$ cat src/rtl/dac_fifo_pkg.sv
package dac_fifo_pkg;

  localparam int SAMPLE_W = 24;
  localparam int REG_W    = 32;

  // word indices on the register bus
  localparam int IDX_ENABLE = 0;
  localparam int IDX_CTRL   = 1;
  localparam int IDX_STATUS = 2;
  localparam int IDX_TXDATA = 3;
  localparam int IDX_COUNT  = 4;

  // control register bit positions
  localparam int CB_FLUSH  = 0;
  localparam int CB_RUN    = 2;
  localparam int CB_DMAEN  = 4;
  localparam int CB_WIDE   = 5;
  localparam int CB_MONO   = 6;
  localparam int CB_TRIG_L = 8;
  localparam int CB_RATE_L = 29;

  // status register bit positions
  localparam int SB_UNDER  = 0;
  localparam int SB_OVER   = 1;
  localparam int SB_FREE_L = 8;

  localparam int GB_MASTER = 31;

  // strobes from the control section to the datapath
  typedef struct packed {
    logic                push;
    logic [SAMPLE_W-1:0] pushData;
    logic                pop;
    logic                emit;
    logic                flush;
    logic                mono;
  } dpCmd_t;

endpackage

$ cat src/rtl/dac_fifo_dp.sv
module dac_fifo_dp
  import dac_fifo_pkg::*;
#(
  parameter int DEPTH = 32,
  parameter int CNT_W = $clog2(DEPTH + 1)
) (
  input  logic                clk,
  input  logic                rstN,
  input  dpCmd_t              cmd,
  output logic [CNT_W-1:0]    occupancy,
  output logic                empty,
  output logic                full,
  output logic [SAMPLE_W-1:0] outLeft,
  output logic [SAMPLE_W-1:0] outRight,
  output logic                outValid
);

  localparam int PTR_W = (DEPTH > 1) ? $clog2(DEPTH) : 1;

  logic [SAMPLE_W-1:0] store [DEPTH];
  logic [PTR_W-1:0]    wrPtr, rdPtr;
  logic [CNT_W-1:0]    level;
  logic                slotRight;
  logic [SAMPLE_W-1:0] headData;

  function automatic logic [PTR_W-1:0] nextPtr(input logic [PTR_W-1:0] p);
    return (p == PTR_W'(DEPTH - 1)) ? '0 : p + 1'b1;
  endfunction

  assign occupancy = level;
  assign empty     = (level == '0);
  assign full      = (level == CNT_W'(DEPTH));
  assign headData  = store[rdPtr];

  always_ff @(posedge clk) begin
    if (cmd.push) store[wrPtr] <= cmd.pushData;
  end

  always_ff @(posedge clk) begin
    if (!rstN) begin
      wrPtr <= '0;
      rdPtr <= '0;
      level <= '0;
    end else if (cmd.flush) begin
      wrPtr <= '0;
      rdPtr <= '0;
      level <= '0;
    end else begin
      if (cmd.push) wrPtr <= nextPtr(wrPtr);
      if (cmd.pop)  rdPtr <= nextPtr(rdPtr);
      case ({cmd.push, cmd.pop})
        2'b10:   level <= level + 1'b1;
        2'b01:   level <= level - 1'b1;
        default: level <= level;
      endcase
    end
  end

  always_ff @(posedge clk) begin
    if (!rstN) begin
      outLeft   <= '0;
      outRight  <= '0;
      outValid  <= 1'b0;
      slotRight <= 1'b0;
    end else begin
      outValid <= cmd.emit;
      if (cmd.flush) begin
        slotRight <= 1'b0;
      end else if (cmd.emit) begin
        if (!cmd.pop) begin
          outLeft  <= '0;
          outRight <= '0;
        end else if (cmd.mono) begin
          outLeft  <= headData;
          outRight <= headData;
        end else if (slotRight) begin
          outRight  <= headData;
          slotRight <= 1'b0;
        end else begin
          outLeft   <= headData;
          slotRight <= 1'b1;
        end
      end
    end
  end

  assert_no_overflow_R3: assert property (@(posedge clk) disable iff (!rstN)
    level <= CNT_W'(DEPTH));
  assert_push_not_full_R3: assert property (@(posedge clk) disable iff (!rstN)
    cmd.push |-> !full);
  assert_pop_nonempty_R5: assert property (@(posedge clk) disable iff (!rstN)
    cmd.pop |-> !empty);
  assert_flush_empties_R9: assert property (@(posedge clk) disable iff (!rstN)
    cmd.flush |=> (level == '0));
  assert_valid_follows_R12: assert property (@(posedge clk) disable iff (!rstN)
    cmd.emit |=> outValid);

endmodule

$ cat src/rtl/dac_fifo_ctrl.sv
module dac_fifo_ctrl
  import dac_fifo_pkg::*;
#(
  parameter int DEPTH  = 32,
  parameter int CNT_W  = $clog2(DEPTH + 1),
  parameter int ADDR_W = 5
) (
  input  logic             clk,
  input  logic             rstN,
  input  logic             busWe,
  input  logic [ADDR_W-1:0] busAddr,
  input  logic [REG_W-1:0] busWdata,
  output logic [REG_W-1:0] busRdata,
  input  logic             sampleStrobe,
  input  logic [CNT_W-1:0] occupancy,
  input  logic             empty,
  input  logic             full,
  output dpCmd_t           cmd,
  output logic             dmaReq
);

  localparam int IW = ADDR_W - 2;

  logic [IW-1:0]    wordIdx;
  logic             selEnable, selCtrl, selStatus, selTx, selCount;
  logic             masterEn, runEn, dmaEn, wide24, monoEn;
  logic [2:0]       rateSel;
  logic [3:0]       trigLvl;
  logic             underFlag, overFlag;
  logic [REG_W-1:0] sampleCnt;
  logic [CNT_W-1:0] freeCnt;
  logic             flushReq, pushReq, runActive, popNow, emitNow;

  assign wordIdx   = busAddr[ADDR_W-1:2];
  assign selEnable = busWe && (wordIdx == IW'(IDX_ENABLE));
  assign selCtrl   = busWe && (wordIdx == IW'(IDX_CTRL));
  assign selStatus = busWe && (wordIdx == IW'(IDX_STATUS));
  assign selTx     = busWe && (wordIdx == IW'(IDX_TXDATA));
  assign selCount  = busWe && (wordIdx == IW'(IDX_COUNT));

  assign freeCnt   = CNT_W'(DEPTH) - occupancy;
  assign flushReq  = selCtrl && busWdata[CB_FLUSH];
  assign pushReq   = selTx && !full;
  assign runActive = masterEn && runEn;
  assign emitNow   = runActive && sampleStrobe && !flushReq;
  assign popNow    = emitNow && !empty;

  assign dmaReq = dmaEn && (8'(freeCnt) > {4'b0000, trigLvl});

  always_comb begin
    cmd.push     = pushReq;
    cmd.pushData = wide24 ? busWdata[SAMPLE_W-1:0] : {busWdata[15:0], 8'h00};
    cmd.pop      = popNow;
    cmd.emit     = emitNow;
    cmd.flush    = flushReq;
    cmd.mono     = monoEn;
  end

  always_ff @(posedge clk) begin
    if (!rstN) begin
      masterEn  <= 1'b0;
      runEn     <= 1'b0;
      dmaEn     <= 1'b0;
      wide24    <= 1'b0;
      monoEn    <= 1'b0;
      rateSel   <= '0;
      trigLvl   <= '0;
      underFlag <= 1'b0;
      overFlag  <= 1'b0;
      sampleCnt <= '0;
    end else begin
      if (selEnable) masterEn <= busWdata[GB_MASTER];
      if (selCtrl) begin
        runEn   <= busWdata[CB_RUN];
        dmaEn   <= busWdata[CB_DMAEN];
        wide24  <= busWdata[CB_WIDE];
        monoEn  <= busWdata[CB_MONO];
        trigLvl <= busWdata[CB_TRIG_L +: 4];
        rateSel <= busWdata[CB_RATE_L +: 3];
      end
      if (selStatus && busWdata[SB_UNDER]) underFlag <= 1'b0;
      if (selStatus && busWdata[SB_OVER])  overFlag  <= 1'b0;
      if (emitNow && empty)                underFlag <= 1'b1;
      if (selTx && full)                   overFlag  <= 1'b1;
      if (selCount)    sampleCnt <= busWdata;
      else if (popNow) sampleCnt <= sampleCnt + 1'b1;
    end
  end

  always_comb begin
    busRdata = '0;
    case (wordIdx)
      IW'(IDX_ENABLE): busRdata[GB_MASTER] = masterEn;
      IW'(IDX_CTRL): begin
        busRdata[CB_RATE_L +: 3] = rateSel;
        busRdata[CB_TRIG_L +: 4] = trigLvl;
        busRdata[CB_MONO]        = monoEn;
        busRdata[CB_WIDE]        = wide24;
        busRdata[CB_DMAEN]       = dmaEn;
        busRdata[CB_RUN]         = runEn;
      end
      IW'(IDX_STATUS): begin
        busRdata[SB_FREE_L +: 7] = 7'(freeCnt);
        busRdata[SB_OVER]        = overFlag;
        busRdata[SB_UNDER]       = underFlag;
      end
      IW'(IDX_COUNT): busRdata = sampleCnt;
      default: busRdata = '0;
    endcase
  end

  assert_full_no_request_R4: assert property (@(posedge clk) disable iff (!rstN)
    (occupancy == CNT_W'(DEPTH)) |-> !dmaReq);
  assert_halt_no_drain_R5: assert property (@(posedge clk) disable iff (!rstN)
    !masterEn |-> !cmd.pop && !cmd.emit);
  assert_underrun_sticky_R7: assert property (@(posedge clk) disable iff (!rstN)
    (sampleStrobe && runActive && empty && !flushReq) |=> underFlag);
  assert_count_step_R10: assert property (@(posedge clk) disable iff (!rstN)
    (popNow && !selCount) |=> (sampleCnt == $past(sampleCnt) + 32'd1));

endmodule

$ cat src/rtl/dac_tx_fifo.sv
module dac_tx_fifo
  import dac_fifo_pkg::*;
#(
  parameter int DEPTH  = 32,
  parameter int ADDR_W = 5
) (
  input  logic              clk,
  input  logic              rstN,
  input  logic              busWe,
  input  logic [ADDR_W-1:0] busAddr,
  input  logic [31:0]       busWdata,
  output logic [31:0]       busRdata,
  input  logic              sampleStrobe,
  output logic              dmaReq,
  output logic [23:0]       outLeft,
  output logic [23:0]       outRight,
  output logic              outValid
);

  localparam int CNT_W = $clog2(DEPTH + 1);

  dpCmd_t           cmd;
  logic [CNT_W-1:0] occupancy;
  logic             empty, full;

  dac_fifo_ctrl #(.DEPTH(DEPTH), .CNT_W(CNT_W), .ADDR_W(ADDR_W)) u_ctrl (
    .clk(clk), .rstN(rstN), .busWe(busWe), .busAddr(busAddr),
    .busWdata(busWdata), .busRdata(busRdata), .sampleStrobe(sampleStrobe),
    .occupancy(occupancy), .empty(empty), .full(full), .cmd(cmd),
    .dmaReq(dmaReq)
  );

  dac_fifo_dp #(.DEPTH(DEPTH), .CNT_W(CNT_W)) u_dp (
    .clk(clk), .rstN(rstN), .cmd(cmd), .occupancy(occupancy),
    .empty(empty), .full(full), .outLeft(outLeft), .outRight(outRight),
    .outValid(outValid)
  );

endmodule

$ cat config.mk
export PLATFORM = sky130hd
export DESIGN_NAME = dac_tx_fifo
export DESIGN_NICKNAME = d
export VERILOG_FILES = /design/src/rtl/dac_fifo_pkg.sv /design/src/rtl/dac_fifo_dp.sv /design/src/rtl/dac_fifo_ctrl.sv /design/src/rtl/dac_tx_fifo.sv
export SDC_FILE = /design/constraint.sdc
export NUM_CORES = 1
export LEC_CHECK = 0
export BUFFER_PORTS_ARGS = -buffer_cell sky130_fd_sc_hd__clkbuf_2
export CELL_PAD_IN_SITES_DETAIL_PLACEMENT = 2
export CELL_PAD_IN_SITES_GLOBAL_PLACEMENT = 2
export CORE_MARGIN = 3
export CORE_UTILIZATION = 30
export DETAILED_ROUTE_END_ITERATION = 16
export PLACE_DENSITY = 0.55
export SYNTH_ARGS = -nofsm -noshare
export SYNTH_HDL_FRONTEND = slang
export SYNTH_SLANG_ARGS = --single-unit
$ cat constraint.sdc
create_clock -name clk -period 3.7 [get_ports clk]
set_input_delay 0.555 -clock clk [delete_from_list [all_inputs] [get_ports clk]]
set_output_delay 0.555 -clock clk [all_outputs]
set_load 0.01 [all_outputs]
==> metrics.csv, run 1 <==
metric,value,unit
r2r_slack,0.41,ns
setup_viol,0,
synthCells,1953,
clk_latency,0.68,ns
wl_per_cell,29.5,um
hold_buffers,0,
final_nets,2226,
grt_pass1_wl,162,mm
finish.instance_area,42200,um2
globalplace.congestion,0.746,
yosys.area.top_type_share,65.2,%
die_w,349,um
r2r-start,u_dp.occupancy[1]$_SDFFE_PP0P_,
async_flop_share,0,%
area_growth,19.2,%
synth_ff_type,edfxtp_1,
drtAntennaViolNets,0,
crit_required,3.14,ns
cts_made_buffers,103,
cts.sinks,885,
gr-total-overflow,0,
end_kind,primary output,
rsz0062_at_grt,no,
post-route-util,36.2,%
vias,19700,
crit_type,reg -> out,
cts_max_level,3,
regArea,25400,um2
synth_nets,2010,
drv_slew,0,
grt_usage,18.4,%
period_needed,3.47,ns
worst_pin_slew,1.30,ns
clockPowerShare,47.7,%
routed_wl,111,mm
critical_path_depth,9,
reg2reg_depth,14,
drcViolationCount,0,
antenna_found_initial,6,
dp.final_hpwl,70.1,mm
drive_gt1_share,30.6,%
p_leak,0.0132,uW
die_h,349,um
cts_buffer_depth,3,
power_density,509,nW/um2
drt_iter0_drc,1544,
first_global_vias,21800,
dieArea,122000,um2
sw_frac_of_total,20.9,%
cts_tree,yes,
critical_path.startpoint_type,register,
worst-path-max-fanout,9,
synth_cell_types,65,
slew_headroom,13.4,%
avgSynthCellArea,18.1,um2
synth_area_leaders,"edfxtp_1 (65%), mux4_2 (12%), dfxtp_1 (6.6%), a22o_1 (2.4%), a21o_1 (1.0%)",
setup_tns,0,ns
slowest_delay,0.52,ns
syn-cell-area,35400,um2
worstSetupStartpoint,u_dp.occupancy[1]$_SDFFE_PP0P_,
synth-edff-count,768,
hold_path.class,in -> reg,
p_total,21500,uW
core,117000,um2
dpl-instance-area,38700,um2
seq_power_share,50.6,%
fillers,11400,
ios,123,
grt_max_degree,65,
skew,0.0393,ns
ys_ff_latch,885,
synth-seq-area-share,71.9,%
peakVddDrop,304,uV
hold_violations,0,
path_buf_inv,2,
rows,125,
cap_violations,0,
p_comb_share,1.7,%
crit_chain,"inv_1, ha_1, ha_1, nor2b_1, o21a_1, o21a_1, o21ai_0, a21boi_0, clkbuf_2",
fin_crit_sh,93.9,%
synth_warnings,0,
post_cts_buffers,0,
status,"finished, final reports clean",
port-buffer-count,120,
dr.pass1.iters,5,
path_clk_slew,0.06,ns
fmax,288,MHz
crit_slowest_cell,dfxtp_1,
p_int,17000,uW
cp_data_arrival_time,2.92,ns
multi_input_area,9550,um2
start_util,30.3,%
cts-root-buf,clkbuf_16,
p_switching,4480,uW
crit_end,dmaReq,
yosysTopAreaCell,edfxtp_1,
timing.rr.end,u_dp.occupancy[4]$_SDFFE_PP0P_,
via_per_inst,5.22,
crit_family,compound AO/OA/AOI/OAI gates,
## routing by layer
layer	track usage [%]	routed length [um]	share of wire [%]	vias to the layer above
met2	31.7	56100	50	459
li1	-	-	-	8392
met1	24.8	49200	44	10800
met5	0	13	0.012	-
met3	2.58	4460	4.0	105
met4	3.49	1700	1.5	2
## registers in the layout, summed over array words and instances (netlist names), 3 cells and up, named ones only
name,count
u_ctrl.rateSel,3
u_ctrl.sampleCnt,32
u_ctrl.trigLvl,4
u_dp.occupancy,6
u_dp.outLeft,24
u_dp.outRight,24
u_dp.rdPtr,5
u_dp.store,768
u_dp.wrPtr,5
## cell type report
type / instances / share of cell area (%)
inverters: 14 / 0.125
multi-input cells: 933 / 22.7
clock buffers: 126 / 6.51
clock inverters: 68 / 1.60
well taps: 1524 / 4.52
diodes: 1 / 0.00594
repair buffers: 232 / 4.28
flip-flops and latches: 885 / 60.3
## placed cells by master (no fill, tap or decap), types with 9 or more instances in the layout
cell	n
a22oi_1	16
a22o_1	96
a21oi_1	52
xnor2_1	20
a211oi_1	9
mux4_2	192
nand3_1	18
nor4_2	11
nor2_4	34
nor2_2	32
clkinv_2	19
o21ai_0	45
edfxtp_1	768
and4_1	12
buf_12	29
bufinv_16	11
inv_1	13
dfxtp_1	115
clkbuf_1	16
clkbuf_16	104
nor3_1	17
mux2_2	16
and2_1	30
nand4_1	19
ha_1	16
clkbuf_2	120
buf_4	83
clkinv_1	22
nor2_1	52
o22ai_1	48
nand2_1	62
a21o_1	49
## repair_timing
action	in CTS	in global routing
gates resized for setup	0	1
hold endpoints to repair	0	0
setup endpoints to repair	0	1
## kinds of logic (layout without fill, tap and decap cells)
group	after synthesis	in the layout	share of synthesized area (%)
AOI/OAI and AO/OA	334	334	6.64
xor gates and xnor gates	27	27	0.669
adders and majority gates	16	16	0.566
buffers and inverters	135	440	1.93
DFF	885	885	71.9
muxes	212	212	12.9
other	0	1	0
and+or+nand+nor	344	344	5.48
## worst register-to-register path: cells and delay by family, from the launching register on
| family | cells | cell delay (ns) |
|---|---|---|
| simple gates | 4 | 0.98 |
| fa+ha+maj | 3 | 0.74 |
| compound gates | 4 | 0.65 |
| flops | 1 | 0.41 |
| buf+inv | 2 | 0.27 |
| xor+xnor | 1 | 0.17 |
## stage by stage
stage | setup slack [ns] | hold slack [ns] | instances
after detailed placement | 0.256 | 0.442 | 3588
after CTS | 0.149 | 0.0953 | 3782
after floorplan | 0.414 | 0.437 | 1953
after global routing | 0.0123 | 0.118 | 3782
after global placement | 0.298 | 0.441 | 3588
final | 0.227 | 0.139 | 3783
## cells in the mapped netlist, drive strengths merged, types with 19 or more instances
| cell | n |
|---|---|
| edfxtp | 768 |
| nor2 | 119 |
| nand4 | 19 |
| a21oi | 53 |
| nand2 | 64 |
| o21ai | 47 |
| a22o | 96 |
| mux4 | 192 |
| clkbuf | 64 |
| o22ai | 48 |
| dfxtp | 117 |
| a21o | 49 |
| xnor2 | 20 |
| and2 | 31 |
| buf | 57 |
## worst min-delay path by stage
stage,end,slack [ns],start,cells after the start
floorplan,u_ctrl.rateSel[2]$_SDFFE_PN0N_,0.44,u_ctrl.rateSel[2]$_SDFFE_PN0N_,2
global placement,u_dp.outLeft[5]$_SDFFE_PN0P_,0.44,u_dp.outLeft[5]$_SDFFE_PN0P_,1
detailed placement,u_dp.outRight[16]$_SDFFE_PN0P_,0.44,u_dp.outRight[16]$_SDFFE_PN0P_,1
CTS,u_ctrl.rateSel[0]$_SDFFE_PN0N_,0.1,busWdata[29],3
global route,u_ctrl.rateSel[0]$_SDFFE_PN0N_,0.12,busWdata[29],3
finish,u_ctrl.rateSel[0]$_SDFFE_PN0N_,0.14,busWdata[29],3
## power by group through the flow
stage	Sequential, uW	Combinational [uW]	Clock, uW
after floorplan	11100	181	0
after global placement	11100	352	0
after detailed placement	11100	376	0
after CTS	10900	378	10500
after global routing	10900	406	10900
final	10900	366	10200
No activity file was read; power rests on OpenSTA's default activity.
==> inputs of run 2 (changes only) <==
--- a/config.mk
+++ b/config.mk
@@ -9,9 +9,9 @@
 export CELL_PAD_IN_SITES_DETAIL_PLACEMENT = 2
 export CELL_PAD_IN_SITES_GLOBAL_PLACEMENT = 2
 export CORE_MARGIN = 3
-export CORE_UTILIZATION = 30
+export CORE_UTILIZATION = 48
 export DETAILED_ROUTE_END_ITERATION = 16
-export PLACE_DENSITY = 0.55
+export PLACE_DENSITY = 0.81
 export SYNTH_ARGS = -nofsm -noshare
 export SYNTH_HDL_FRONTEND = slang
 export SYNTH_SLANG_ARGS = --single-unit
==> metrics.csv, run 2 (synthesis results as in run 1) <==
metric,value,unit,change
sw_frac_of_total,21.8,%,+0.96 points
dp_slack,0.0535,ns,-0.203 ns
grt_max_degree,71,,+9.2%
clockPowerShare,46.1,%,-1.6 points
cts.sinks,885,,unchanged
grt_usage,33.8,%,+15 points
setup_viol,0,,unchanged
hold_buffers,0,,unchanged
slew_headroom,12.6,%,-0.87 points
wl_per_cell,40.9,um,+39%
gr-total-overflow,0,,unchanged
peakVddDrop,603,uV,+98%
setup_ws,0.215,ns,-0.0119 ns
dr.pass1.iters,5,,unchanged
post_cts_buffers,0,,unchanged
via_per_inst,6.87,,+32%
port-buffer-count,120,,unchanged
p_comb_share,1.9,%,+0.2 points
p_switching,4560,uW,+1.8%
ios,123,,unchanged
drv_slew,0,,unchanged
fillers,6070,,-47%
period_needed,3.48,ns,+0.0119 ns
grt_pass1_wl,185,mm,+14%
top_register,u_dp.store,,
largest_registers,"u_dp.store x768, u_ctrl.sampleCnt x32",,
cts-root-buf,clkbuf_16,,
cts_buffer_depth,3,,unchanged
p_total,20900,uW,-2.6%
worst_pin_slew,1.31,ns,+0.0130 ns
start_util,49.0,%,+19 points
path_clk_slew,0.06,ns,about the same
skew,0.0321,ns,-0.00725 ns
p_leak,0.0130,uW,-1.9%
p_int,16300,uW,-3.8%
hold_violations,0,,unchanged
die_h,277,um,-21%
antenna_found_initial,10,,+4
crit_type,reg -> reg,,
final_common_cell,edfxtp_1,,
globalplace.congestion,0.803,,+7.7%
die_w,277,um,-21%
drcViolationCount,0,,unchanged
clk_latency,0.68,ns,about the same
end_kind,register,,
critical_path.startpoint_type,register,,
dp.final_hpwl,75.0,mm,+6.9%
fin_crit_sh,94.2,%,+0.32 points
cts_tree,yes,,
drt_iter0_drc,2812,,+82%
fmax,287,MHz,-0.34%
cts_max_level,3,,unchanged
cp_data_arrival_time,4.07,ns,+1.15 ns
cap_violations,0,,unchanged
vias,21800,,+11%
final_nets,2204,,-0.99%
largest_reg_flops,768,,unchanged
dieArea,76900,um2,-37%
core,72200,um2,-38%
hold_path.class,in -> reg,,
first_global_vias,23500,,+8.2%
drive_gt1_share,30.1,%,-0.41 points
area_growth,15.3,%,
setup_tns,0,ns,unchanged
status,"finished, final reports clean",,
worst-path-max-fanout,9,,unchanged
cts.repair.resized,1,,+1
cts_made_buffers,92,,-11%
power_density,512,nW/um2,+0.65%
final_cell_mix,"edfxtp_1 (768), mux4_2 (192), clkbuf_2 (120)",,
seq_power_share,52.0,%,+1.4 points
drtAntennaViolNets,0,,unchanged
crit_required,4.28,ns,+1.14 ns
routed_wl,130,mm,+17%
rows,98,,-22%
-- run 2: cell type report --
cell class	count	area, um2	share of cell area, %
Antenna cell	2	5.00	0.0123
Clock buffer	134	2730	6.69
Clock inverter	39	333	0.816
Inverter	14	52.6	0.129
Multi-Input combinational cell	933	9560	23.4
Sequential cell	885	25400	62.3
Tap cell	950	1190	2.92
Timing Repair Buffer	221	1500	3.67
-- run 2: per-stage QoR --
step,util [%],hold WS (ns),area (um2),cells
6_report,56.5,0.157,40800,3178
5_1_grt,56.5,0.162,40800,3177
4_1_cts,56.4,0.130,40800,3176
3_5_place_dp,52.2,0.442,37700,3003
3_3_place_gp,52.2,0.434,37700,3003
2_1_floorplan,-,0.437,35400,1953
-- run 2: power by group through the flow --
stage	Clock, uW	Sequential (uW)	Combinational (uW)
finish	9630	10900	396
detailed placement	0	11100	377
global route	10100	10900	420
global placement	0	11100	330
floorplan	0	11100	181
CTS	9760	10900	392
-- run 2: worst paths after layout --
check             depth (start not counted)                      startpoint  slack (ns)                              to
setup reg to reg                         14  u_dp.occupancy[1]$_SDFFE_PP0P_        0.22  u_dp.occupancy[4]$_SDFFE_PP0P_
hold / removal                            3                    busWdata[30]        0.16  u_ctrl.rateSel[1]$_SDFFE_PN0N_
hold reg to reg                           1  u_dp.outRight[23]$_SDFFE_PN0P_        0.45  u_dp.outRight[23]$_SDFFE_PN0P_
setup / recovery                         14  u_dp.occupancy[1]$_SDFFE_PP0P_        0.22  u_dp.occupancy[4]$_SDFFE_PP0P_
-- run 2: routing by layer --
layer	vias up	track usage, %	share of wire [%]
met5	-	0	0.039
met4	6	14.9	5.2
met3	367	5.82	7.0
met2	1326	58.0	51
met1	11800	42.2	37
li1	8350	-	-
-- run 2: worst max-delay path, stage by stage, from the launching register on --
cell and delay [ns]:
dfxtp_1 0.43, inv_1 0.12, ha_1 0.22, nor4b_4 0.38, nand2_2 0.22, nand2_2 0.16, inv_1 0.17, ha_2 0.32
xor2_1 0.17, ha_1 0.20, a21oi_1 0.27, a32o_1 0.21, a21oi_1 0.05, or3_1 0.34, a21oi_1 0.15
